**config.mk**
```make
export PLATFORM = sky130hd
export DESIGN_NAME = agu_core
export DESIGN_NICKNAME = d
export VERILOG_FILES = /design/src/rtl/agu_pkg.sv /design/src/rtl/agu_step_gen.sv /design/src/rtl/agu_index_scaler.sv /design/src/rtl/agu_core.sv
export SDC_FILE = /design/constraint.sdc
export NUM_CORES = 1
export LEC_CHECK = 0
export BUFFER_PORTS_ARGS = -buffer_cell sky130_fd_sc_hd__buf_4
export CORE_AREA = 2 2 165 119
export CTS_BUF_LIST = sky130_fd_sc_hd__clkbuf_16
export DETAILED_ROUTE_END_ITERATION = 6
export DIE_AREA = 0 0 167 121
export PLACE_DENSITY = 0.79
export SYNTH_ARGS = -nofsm -noshare
export SYNTH_HDL_FRONTEND = slang
export SYNTH_SLANG_ARGS = --single-unit
export TNS_END_PERCENT = 20
```
**constraint.sdc**
```tcl
create_clock -name clk_i -period 4.8 [get_ports clk_i]
set_input_delay 0.48 -clock clk_i [delete_from_list [all_inputs] [get_ports clk_i]]
set_output_delay 0.48 -clock clk_i [all_outputs]
set_load 0.01 [all_outputs]
```
**src/rtl/agu_pkg.sv**
```systemverilog
package agu_pkg;
    localparam int AW = 32;
    localparam int EW = 16;

    typedef enum logic [2:0] {
        AM_IND    = 3'd0,
        AM_POSTUP = 3'd1,
        AM_PREDN  = 3'd2,
        AM_OFS    = 3'd3,
        AM_IDX    = 3'd4,
        AM_ABSS   = 3'd5,
        AM_ABSL   = 3'd6
    } amode_e;

    typedef struct packed {
        logic          vld;
        logic [AW-1:0] ea;
        logic          wb;
        logic [AW-1:0] wbv;
    } agu_res_t;
endpackage

```
**src/rtl/agu_step_gen.sv**
```systemverilog
module agu_step_gen #(
    parameter int AW = 32
) (
    input  logic [1:0]    size_i,
    output logic [AW-1:0] step_o
);
    always_comb begin
        unique case (size_i)
            2'd0:    step_o = AW'(1);
            2'd1:    step_o = AW'(2);
            default: step_o = AW'(4);
        endcase
    end
endmodule

```
**src/rtl/agu_index_scaler.sv**
```systemverilog
module agu_index_scaler #(
    parameter int AW = 32,
    parameter int HW = 16,
    parameter int SCALES = 4
) (
    input  logic [AW-1:0]              idx_i,
    input  logic                       long_i,
    input  logic [$clog2(SCALES)-1:0]  scale_i,
    output logic [AW-1:0]              scaled_o
);
    localparam int SW = $clog2(SCALES);
    logic [AW-1:0] ext_idx;
    logic [AW-1:0] shifted [SCALES];

    always_comb begin
        if (long_i) ext_idx = idx_i;
        else        ext_idx = {{(AW-HW){idx_i[HW-1]}}, idx_i[HW-1:0]};
    end

    for (genvar s = 0; s < SCALES; s++) begin : g_shift
        assign shifted[s] = ext_idx << s;
    end

    always_comb begin
        scaled_o = '0;
        for (int s = 0; s < SCALES; s++) begin
            if (scale_i == SW'(s)) scaled_o = shifted[s];
        end
    end
endmodule

```
**src/rtl/agu_core.sv**
```systemverilog
module agu_core
    import agu_pkg::*;
#(
    parameter int ADDR_W = agu_pkg::AW,
    parameter int EXT_W  = agu_pkg::EW
) (
    input  logic              clk_i,
    input  logic              rst_ni,
    input  logic              req_valid_i,
    input  logic [2:0]        mode_i,
    input  logic [1:0]        size_i,
    input  logic              pc_sel_i,
    input  logic [ADDR_W-1:0] areg_i,
    input  logic [ADDR_W-1:0] pc_i,
    input  logic [ADDR_W-1:0] idx_i,
    input  logic              idx_long_i,
    input  logic [1:0]        idx_scale_i,
    input  logic [EXT_W-1:0]  ext0_i,
    input  logic [EXT_W-1:0]  ext1_i,
    output logic              res_valid_o,
    output logic [ADDR_W-1:0] ea_o,
    output logic              wb_en_o,
    output logic [ADDR_W-1:0] wb_val_o
);
    localparam int D8W = 8;

    logic [ADDR_W-1:0] step;
    logic [ADDR_W-1:0] idx_scaled;
    logic [ADDR_W-1:0] base;
    logic [ADDR_W-1:0] ofs16;
    logic [ADDR_W-1:0] ofs8;
    agu_res_t          res_d, res_q;

    agu_step_gen #(.AW(ADDR_W)) u_step (
        .size_i (size_i),
        .step_o (step)
    );

    agu_index_scaler #(.AW(ADDR_W), .HW(EXT_W), .SCALES(4)) u_idx (
        .idx_i    (idx_i),
        .long_i   (idx_long_i),
        .scale_i  (idx_scale_i),
        .scaled_o (idx_scaled)
    );

    assign base  = pc_sel_i ? pc_i : areg_i;
    assign ofs16 = {{(ADDR_W-EXT_W){ext0_i[EXT_W-1]}}, ext0_i};
    assign ofs8  = {{(ADDR_W-D8W){ext0_i[D8W-1]}}, ext0_i[D8W-1:0]};

    always_comb begin
        res_d     = '0;
        res_d.vld = req_valid_i;
        if (req_valid_i) begin
            unique case (amode_e'(mode_i))
                AM_IND: res_d.ea = areg_i;
                AM_POSTUP: begin
                    res_d.ea  = areg_i;
                    res_d.wb  = 1'b1;
                    res_d.wbv = areg_i + step;
                end
                AM_PREDN: begin
                    res_d.ea  = areg_i - step;
                    res_d.wb  = 1'b1;
                    res_d.wbv = areg_i - step;
                end
                AM_OFS:  res_d.ea = base + ofs16;
                AM_IDX:  res_d.ea = base + ofs8 + idx_scaled;
                AM_ABSS: res_d.ea = ofs16;
                AM_ABSL: res_d.ea = {ext0_i, ext1_i};
                default: res_d.ea = '0;
            endcase
        end
    end

    always_ff @(posedge clk_i) begin
        if (!rst_ni) res_q <= '0;
        else         res_q <= res_d;
    end

    assign res_valid_o = res_q.vld;
    assign ea_o        = res_q.ea;
    assign wb_en_o     = res_q.wb;
    assign wb_val_o    = res_q.wbv;


    resp_latency_chk: assert property (@(posedge clk_i) disable iff (!rst_ni)
        req_valid_i |=> res_valid_o);


    idle_quiet_chk: assert property (@(posedge clk_i) disable iff (!rst_ni)
        !req_valid_i |=> (!res_valid_o && !wb_en_o));


    predec_match_chk: assert property (@(posedge clk_i) disable iff (!rst_ni)
        (req_valid_i && mode_i == 3'd2) |=> (wb_en_o && ea_o == wb_val_o));


    postinc_step_chk: assert property (@(posedge clk_i) disable iff (!rst_ni)
        (req_valid_i && mode_i == 3'd1) |=>
            (wb_en_o && ea_o == $past(areg_i) &&
             (wb_val_o - ea_o) == ((($past(size_i)) == 2'd0) ? 32'd1 :
                                   (($past(size_i)) == 2'd1) ? 32'd2 : 32'd4)));


    pc_no_wb_chk: assert property (@(posedge clk_i) disable iff (!rst_ni)
        (req_valid_i && pc_sel_i && (mode_i == 3'd3 || mode_i == 3'd4)) |=> !wb_en_o);


    ind_no_wb_chk: assert property (@(posedge clk_i) disable iff (!rst_ni)
        (req_valid_i && mode_i == 3'd0) |=> (!wb_en_o && ea_o == $past(areg_i)));
endmodule

```
After elaboration in Yosys (flattened, before gate mapping)

Cells that the tools add are included.

Bits of input ports: 140
Output and inout bits: 66
Flip-flop bits (word level): 66
Logic and storage cells: 33

Add/sub/neg operators: 5
Eq/ne operators: 10
Reductions and logical operators: 5
Multiplexer cells: 9

Operator list:

| cell                                           | number |
|---|---|
| 2-to-1 mux 32 bit                              | 6 |
| one-hot mux 32 bit (6 select lines)            | 1 |
| adder 32 bit                                   | 4 |
| one-hot mux 33 bit (2 select lines)            | 1 |
| subtractor 32 bit                              | 1 |
| == test 3 bit (second input constant)          | 3 |
| == test 3 x 2 -> 1 bit (second input constant) | 2 |
| one-hot mux 3 bit (2 select lines)             | 1 |
| == test 2 x 1 -> 1 bit (second input constant) | 2 |
| == test 2 bit (second input constant)          | 2 |
| zero test 2 bit                                | 2 |
| == test 3 x 1 -> 1 bit (second input constant) | 1 |
| zero test 3 bit                                | 1 |
| AND reduction 2 bit                            | 1 |
| OR reduction 2 bit                             | 1 |

Longest topological paths before layout

Gate-level depths: netlist of the first run.

Depth in word-level cells: 7
Depth in mapped cells: 20
Depth with buffers taken out: 17

Hierarchy

Synthesis of the first run repeated with hierarchy kept, for this count alone.

Cell total of the unflattened synthesis: 1585
Area total of the unflattened synthesis: 11961.5 sq um

Modules (own cells, without submodules):

| module           | sequential area each (sq um) | cells an instance | instances | area an instance (sq um) |
|---|---|---|---|---|
| agu_core         | 1321.3                       | 1469              | 1         | 10919.2 |
| agu_index_scaler | 0.0                          | 83                | 1         | 807.0 |
| agu_step_gen     | 0.0                          | 33                | 1         | 235.2 |

Worst setup path after synthesis of the first run

Ideal clock, no wire load.

Path type: input to register
Start: in idx_scale_i[0]
End: reg res_q, in the netlist ea_o[23]
Data required time: 4.668 ns
Cell stages on the path: 18
Library setup time: 0.132 ns
Path buffers: 3
Arrival: 4.982 ns
Slack: -0.314 ns
Cell sequence: buf_1 -> clkbuf_1 -> buf_1 -> mux2i_1 -> nor2_1 -> fa_1 -> ha_1 -> fa_1 -> a211o_1 -> a21oi_1 -> a211oi_1 -> a31o_2 -> or4_1 -> a21oi_1 -> o21ai_1 -> xor2_1 -> nand2_1 -> a21oi_1

Cells in the longest elaborated chain, start to end: 7
Elaborated cells between the ends (all ways): 10
Classes of those cells: add/sub: 1; eq/ne: 3; mux: 5; reduce/logical: 1

Ends and longest elaborated chain:

| element                               | line                   | RTL |
|---|---|---|
| start, declared                       | agu_core.sv:17         | `input logic [1:0] idx_scale_i,` |
| zero test 2 bit                       | agu_index_scaler.sv:27 | `if (scale_i == SW'(s)) scaled_o = shifted[s];` |
| 2-to-1 mux 32 bit (3 in a row)        | agu_index_scaler.sv:27 |  |
| 2-to-1 mux 32 bit *                   | agu_index_scaler.sv:27 |  |
| adder 32 bit *                        | agu_core.sv:67         | `AM_IDX: res_d.ea = base + ofs8 + idx_scaled;` |
| one-hot mux 32 bit (6 select lines) * | agu_core.sv:54         | `unique case (amode_e'(mode_i))` |
| end signal, assigned                  | agu_core.sv:77         | `else res_q <= res_d;` |
| end, declared                         | agu_core.sv:32         | `agu_res_t res_d, res_q;` |

Every way passes the cells marked *; elsewhere a longest branch is shown, timed or not.
A chain may end at the register's enable or synchronous reset.

Worst setup path after layout of the first run

Start: in idx_scale_i[1]
End: reg res_q, in the netlist ea_o[31]

Same word-level chain as after synthesis.

==> results of run 1 <==
## flip-flops by register name (all words and copies together), names as in the netlist
register and cells:
wb_en_o 1, ea_o 32, wb_val_o 32, res_valid_o 1
## routing by layer
layer / vias up / wire (µm) / global-route usage, %
met5: - / 0 / 0
met4: 0 / 972 / 9.81
met3: 81 / 3430 / 7.01
met2: 576 / 15000 / 52.2
met1: 4707 / 14300 / 44.9
li1: 4809 / - / -
## kinds of logic after synthesis
group	Yosys count	share of synthesized area, %
AO/OA/AOI/OAI	377	25.5
XOR/XNOR	100	9.18
adder cells (fa/ha/maj)	102	16.1
buffers and inverters	203	8.17
flip-flops	66	13.9
multiplexers	72	8.54
AND/OR/NAND/NOR	362	18.7
## power groups by stage
stage	combinational, mW	sequential [mW]	clock (mW)
finish	1.74	0.581	0.682
global route	1.91	0.583	0.709
global placement	1.69	0.593	0
floorplan	1.20	0.603	0
detailed placement	1.70	0.593	0
CTS	1.71	0.581	0.684
## how the worst max path moves through the flow
stage / start / to / slack, ns / depth (start not counted)
2_1_floorplan: idx_scale_i[0] / ea_o[23]$_SDFF_PN0_ / 0.02 / 18
5_1_grt: idx_scale_i[1] / ea_o[31]$_SDFF_PN0_ / 0.31 / 18
3_5_place_dp: idx_scale_i[0] / ea_o[23]$_SDFF_PN0_ / 0.31 / 16
4_1_cts: idx_scale_i[0] / ea_o[23]$_SDFF_PN0_ / 0.64 / 16
6_report: idx_scale_i[1] / ea_o[31]$_SDFF_PN0_ / 0.56 / 18
3_3_place_gp: idx_scale_i[1] / ea_o[31]$_SDFF_PN0_ / 0.38 / 18
## final cells by class
type	instances	share of cell area, %
tap	242	2.64
clock buffer	9	1.96
sequential	66	11.5
multi-input combinational	1013	64.9
antenna	1	0.0218
inverter	117	3.83
clock inverter	7	0.545
timing repair buffer	221	14.6
## cells in the mapped netlist, types with 5 or more instances
library cell,instances,area [µm²]
a211oi_1,30,225
a21boi_0,5,37.5
a21o_1,40,300
a21oi_1,142,711
a221o_1,10,100
a221oi_1,16,140
a22oi_1,6,45.0
a31oi_1,15,93.8
and2_1,8,50.1
and3_1,16,100
buf_1,10,37.5
buf_2,8,40.0
clkbuf_1,67,251
dfxtp_1,66,1320
fa_1,35,701
ha_1,67,838
inv_1,117,439
mux2_2,5,56.3
mux2i_1,60,601
mux4_2,7,158
nand2_1,94,353
nand2b_1,18,113
nand3_1,23,115
nand4_1,8,50.1
nor2_1,109,409
nor2b_1,27,169
nor3_1,17,85.1
nor4_1,8,50.1
o211ai_1,6,45.0
o21a_1,11,82.6
o21ai_0,42,210
o21ai_1,5,25.0
o21bai_1,8,60.1
o22ai_1,9,56.3
or3_1,7,43.8
xnor2_1,72,631
xor2_1,28,245
## worst max-delay path, stage by stage
cell and delay, ns:
buf_4 0.33, inv_1 0.31, a21oi_1 0.21, inv_1 0.06
fa_1 0.48, inv_1 0.04, ha_1 0.33, o21a_1 0.16
a21oi_1 0.11, a21o_1 0.21, nor3_1 0.32, nor4_1 0.13
buf_4 0.16, o41ai_1 0.48, a31oi_1 0.18, xnor2_1 0.16
a221oi_2 0.22, nor2_1 0.06
==> flow_summary_export.csv, run 1 <==
group,metric,value,unit
timing,setup_ws,0.559,ns
pwr,leakage,5.39,nW
timing,holdWs,0.382,ns
timing,relSlewSlack,29.3,%
final_layout,area_growth,20.3,%
final_layout,stdcell_count,1676,
die,start_util,51.4,%
die,die_w,167,µm
timing,worst_pin_slew,1.06,ns
pwr,power.total,3.00,mW
final_layout,fin_util,61.9,%
timing,fmax,236,MHz
final_layout,layout-drive-gt1-share,18.6,%
clock_network,clkTransAtPathRegs,0.06,ns
synthesis,ys_seq_area_share,13.9,%
placed_design,routabilityCongestion,0.967,
synthesis,syn_area_per_cell,7.44,µm²
timing,timing.final.crit_share,88.4,%
global_route,grt_util_all_layers,32.9,%
routing,avgViaCountPerCell,6.07,
timing,setup_tns,0,ns
synthesis,ys.flop_type,"dfxtp_1",
routing,detail-route-antenna-nets,0,
final_layout,layout_common_cells,"buf_4, a21oi_1, inv_1",
timing,rsz0062_at_grt,"false",
clock_network,clk_path_buf_depth,2,
synthesis,ys_seq_elements,66,
pwr,seq_power_share,19.4,%
final_layout,mostFrequentLayoutCell,"buf_4",
pwr,pwr-share-comb,58.0,%
placed_design,placed_area,11200,µm²
timing,finalHoldViolCount,0,
die,core-area,18600,µm²
routing,drt_iter0_drc,1236,
routing,vias,10200,
pwr,p_sw,1.29,mW
pwr,swShare,42.9,%
critical_path,path_class,"input pin to register",
synthesis,synth_cell_type_count,73,
global_route,antenna_found_initial,0,
timing,slew_viol_final,0,
die,std_cell_rows,42,
min_path,hold_path_end,"wb_val_o[31]$_SDFF_PN0_",
clock_network,cts_tree,"yes",
status,status,"finished clean",
routing,detail_route.wl_per_cell,20.1,µm
min_path,worstHoldStart,"areg_i[31]",
clock_network,htreeDepth,3,
final_layout,final_area,11500,µm²
final_layout,multi_input_area,7450,µm²
routing,dr.pass1.iters,6,
clock_network,cts.root.buffer_cell,"clkbuf_16",
synthesis,syn-cell-area,9540,µm²
clock_network,cts_setup_buffers,0,
clock_network,cts_buffers,9,
critical_path,worstPathArrival,4.45,ns
final_layout,num-fill-cells,1713,
global_route,grt_max_degree,35,
pwr,p_clk_share,22.7,%
final_layout,register_area,1320,µm²
clock_network,holdBufCountCts,0,
pwr,intPower,1.72,mW
synthesis,synth_edf_count,0,
final_layout,fin_nets,1670,
pwr,pwr_density_cell,262,nW/µm²
synthesis,ys_warn_count,0,
timing,setup_viol,0,
flow_run,cap_violations,0,
placed_design,dp_slack,0.311,ns
clock_network,clkSinkCount,66,
critical_path,cp_data_required_time,5.01,ns
global_route,grt_pass1_wl,51700,µm
min_path,min-delay-path-class,"input pin to register",
critical_path,end_kind,"register",
die,dieHeight,121,µm
min_path,hold_path_depth,2,
clock_network,cts_resized,0,
timing,period_minus_slack,4.24,ns
routing,routed_wl,33700,µm
synthesis,synthArstFlopShare,0,%
routing,drc,0,
global_route,grt_pass1_vias,9383,
synthesis,synth_fp_nets,1524,
critical_path,critPathMaxFanout,34,
pwr,peakVddDrop,0.146,mV
die,dieArea,20200,µm²
placed_design,dp.cells,1659,
die,ios,206,
global_route,overflow,0,
placed_design,portBuffers,205,
synthesis,synthCells,1282,
placed_design,dp_hpwl,27100,µm
critical_path,startpoint_type,"input pin",
Power figures use the tool's default switching activity.
==> run 2: changes to the inputs <==
Settings changed: ABC_AREA set to 1, CORE_AREA 2 2 165 119 to 3 3 183 131, DIE_AREA 0 0 167 121 to 0 0 186 134, PLACE_DENSITY 0.79 to 0.78.
==> flow_summary_export.csv, run 2 <==
group,metric,value,unit
pwr,leakage,7.74,nW
timing,rsz0062_at_grt,"false",
placed_design,dp_slack,0.481,ns
synthesis,synth_edf_count,0,
global_route,grt_pass1_vias,13500,
clock_network,cts.root.buffer_cell,"clkbuf_16",
final_layout,area_growth,17.3,%
flow_run,cap_violations,0,
critical_path,critPathMaxFanout,14,
synthesis,syn-cell-area,11800,µm²
synthesis,synth_area_leader_cell,"nand2_1",
pwr,swShare,50.9,%
critical_path,startpoint_type,"input pin",
pwr,seq_power_share,17.4,%
critical_path,worstPathArrival,4.44,ns
global_route,antenna_found_initial,1,
synthesis,ys_seq_elements,66,
clock_network,cts_resized,0,
final_layout,final_area,13800,µm²
clock_network,cts_buffers,9,
timing,fmax,238,MHz
timing,slew_viol_final,0,
critical_path,path_class,"input pin to register",
clock_network,htreeDepth,3,
synthesis,synthCells,2180,
die,start_util,52.5,%
placed_design,portBuffers,205,
pwr,power.total,3.37,mW
synthesis,synth_cell_type_count,58,
synthesis,ys_warn_count,0,
die,dieHeight,134,µm
timing,relSlewSlack,31.1,%
placed_design,routabilityCongestion,1.08,
timing,finalHoldViolCount,0,
synthesis,syn_area_per_cell,5.41,µm²
clock_network,clk_path_buf_depth,2,
final_layout,mostFrequentLayoutCell,"nand2_1",
routing,routed_wl,52200,µm
pwr,peakVddDrop,0.168,mV
global_route,overflow,0,
clock_network,clkSinkCount,66,
global_route,grt_max_degree,42,
routing,vias,15300,
pwr,p_clk_share,19.9,%
pwr,intPower,1.66,mW
placed_design,dp_hpwl,43400,µm
timing,setup_viol,0,
clock_network,cts_setup_buffers,0,
routing,detail_route.wl_per_cell,19.7,µm
timing,timing.final.crit_share,87.7,%
routing,avgViaCountPerCell,5.78,
pwr,pwr_density_cell,244,nW/µm²
die,die_w,186,µm
synthesis,ys_seq_area_share,11.2,%
synthesis,synth.most_common_cell,"nand2_1",
synthesis,synthArstFlopShare,0,%
critical_path,cp_data_required_time,5.03,ns
clock_network,holdBufCountCts,0,
global_route,grt_util_all_layers,40.5,%
routing,drc,0,
critical_path,end_kind,"register",
die,std_cell_rows,46,
routing,drt_iter0_drc,2480,
timing,period_minus_slack,4.21,ns
synthesis,synth_common_cells,"nand2_1, inv_1, nand3_1, nor2_1, a21oi_1",
synthesis,ys.flop_type,"dfxtp_1",
routing,detail-route-antenna-nets,0,
synthesis,synth_top_area_share,21.6,%
synthesis,netlist_top_cells_area,"nand2_1, inv_1, dfxtp_1",
clock_network,clkTransAtPathRegs,0.06,ns
final_layout,layout-drive-gt1-share,12.4,%
timing,setup_ws,0.591,ns
pwr,pwr-share-comb,62.7,%
die,dieArea,24900,µm²
min_path,min-delay-path-class,"input pin to register",
placed_design,placed_area,13500,µm²
die,core-area,22400,µm²
routing,dr.pass1.iters,7,
final_layout,layout_common_cells,"nand2_1, inv_1, buf_4",
final_layout,fin_nets,2597,
status,status,"finished clean",
global_route,grt_pass1_wl,77000,µm
timing,worst_pin_slew,1.03,ns
clock_network,cts_tree,"yes",
die,ios,206,
timing,setup_tns,0,ns
synthesis,synth_fp_nets,2422,
pwr,p_sw,1.71,mW
run 2: changes by cell type after synthesis, moves of 26 or more:
cell	delta
inv_1	+329
o21ai_0	+66
nor2_1	+63
mux2i_1	-60
nand2_1	+583
xnor2_1	-69
clkbuf_1	-42
nor2b_1	-27
a21o_1	-37
xor2_1	-26
a211oi_1	-26
nand3_1	+158
run 2: worst max-delay path, cell delays in order:
cell	delay (ns)
buf_4	0.16
inv_1	0.21
nor2_2	0.15
inv_1	0.39
o22ai_1	0.12
a211oi_1	0.20
nor2_1	0.08
fa_1	0.48
inv_1	0.04
ha_1	0.33
nand2_1	0.08
nand2_1	0.09
a21oi_1	0.49
nand3_1	0.45
nand3_1	0.22
nand3b_1	0.09
nand3_1	0.12
nand3_1	0.08
nand2_1	0.10
inv_1	0.08
run 2: final timing paths:
check / from / end / slack, ns / cells after the start
min: ext1_i[4] / ea_o[4]$_SDFF_PN0_ / 0.47 / 5
max: idx_scale_i[1] / ea_o[20]$_SDFF_PN0_ / 0.59 / 20
run 2: metrics by stage:
step | util [%] | std cells | hold WS, ns
after global routing | 61.5 | 2646 | 0.468
after detailed placement | 60.3 | 2632 | 0.802
after global placement | 60.3 | 2632 | 0.788
after floorplan | - | 2180 | 0.634
final | 61.6 | 2647 | 0.467
after CTS | 61.5 | 2646 | 0.453
run 2: power by group through the flow:
stage | Sequential (mW) | Combinational (mW) | Clock (mW)
after floorplan | 0.602 | 1.35 | 0
after global placement | 0.596 | 1.98 | 0
after detailed placement | 0.596 | 2.01 | 0
after CTS | 0.584 | 2.03 | 0.666
after global routing | 0.586 | 2.33 | 0.689
final | 0.585 | 2.11 | 0.670
run 2: cell type report:
type / count / area (µm²)
sequential: 66 / 1320
timing repair buffer: 223 / 1690
tap: 288 / 360
multi-input combinational: 1593 / 8440
inverter: 462 / 1730
clock buffer: 9 / 225
fill: 2283 / 8630
clock inverter: 5 / 50.0
antenna: 1 / 2.50
run 2: logic make-up after synthesis:
| group | share of synthesized area, % |
|---|---|
| DFF | 11.2 |
| xor gates and xnor gates | 0.372 |
| AOI/OAI and AO/OA | 16.2 |
| adders and majority gates | 13.1 |
| and+or+nand+nor | 41.9 |
| buffers and inverters | 17.2 |
run 2: layer usage:
layer | part of all wire (%) | wire length [µm] | GRT usage, % | vias to the layer above
met5 | 0.021 | 11 | 0 | -
met4 | 3.3 | 1710 | 11.1 | 2
met3 | 17 | 8720 | 14.9 | 131
met2 | 37 | 19000 | 52.3 | 1181
met1 | 43 | 22700 | 61.7 | 6746
li1 | - | - | - | 7248
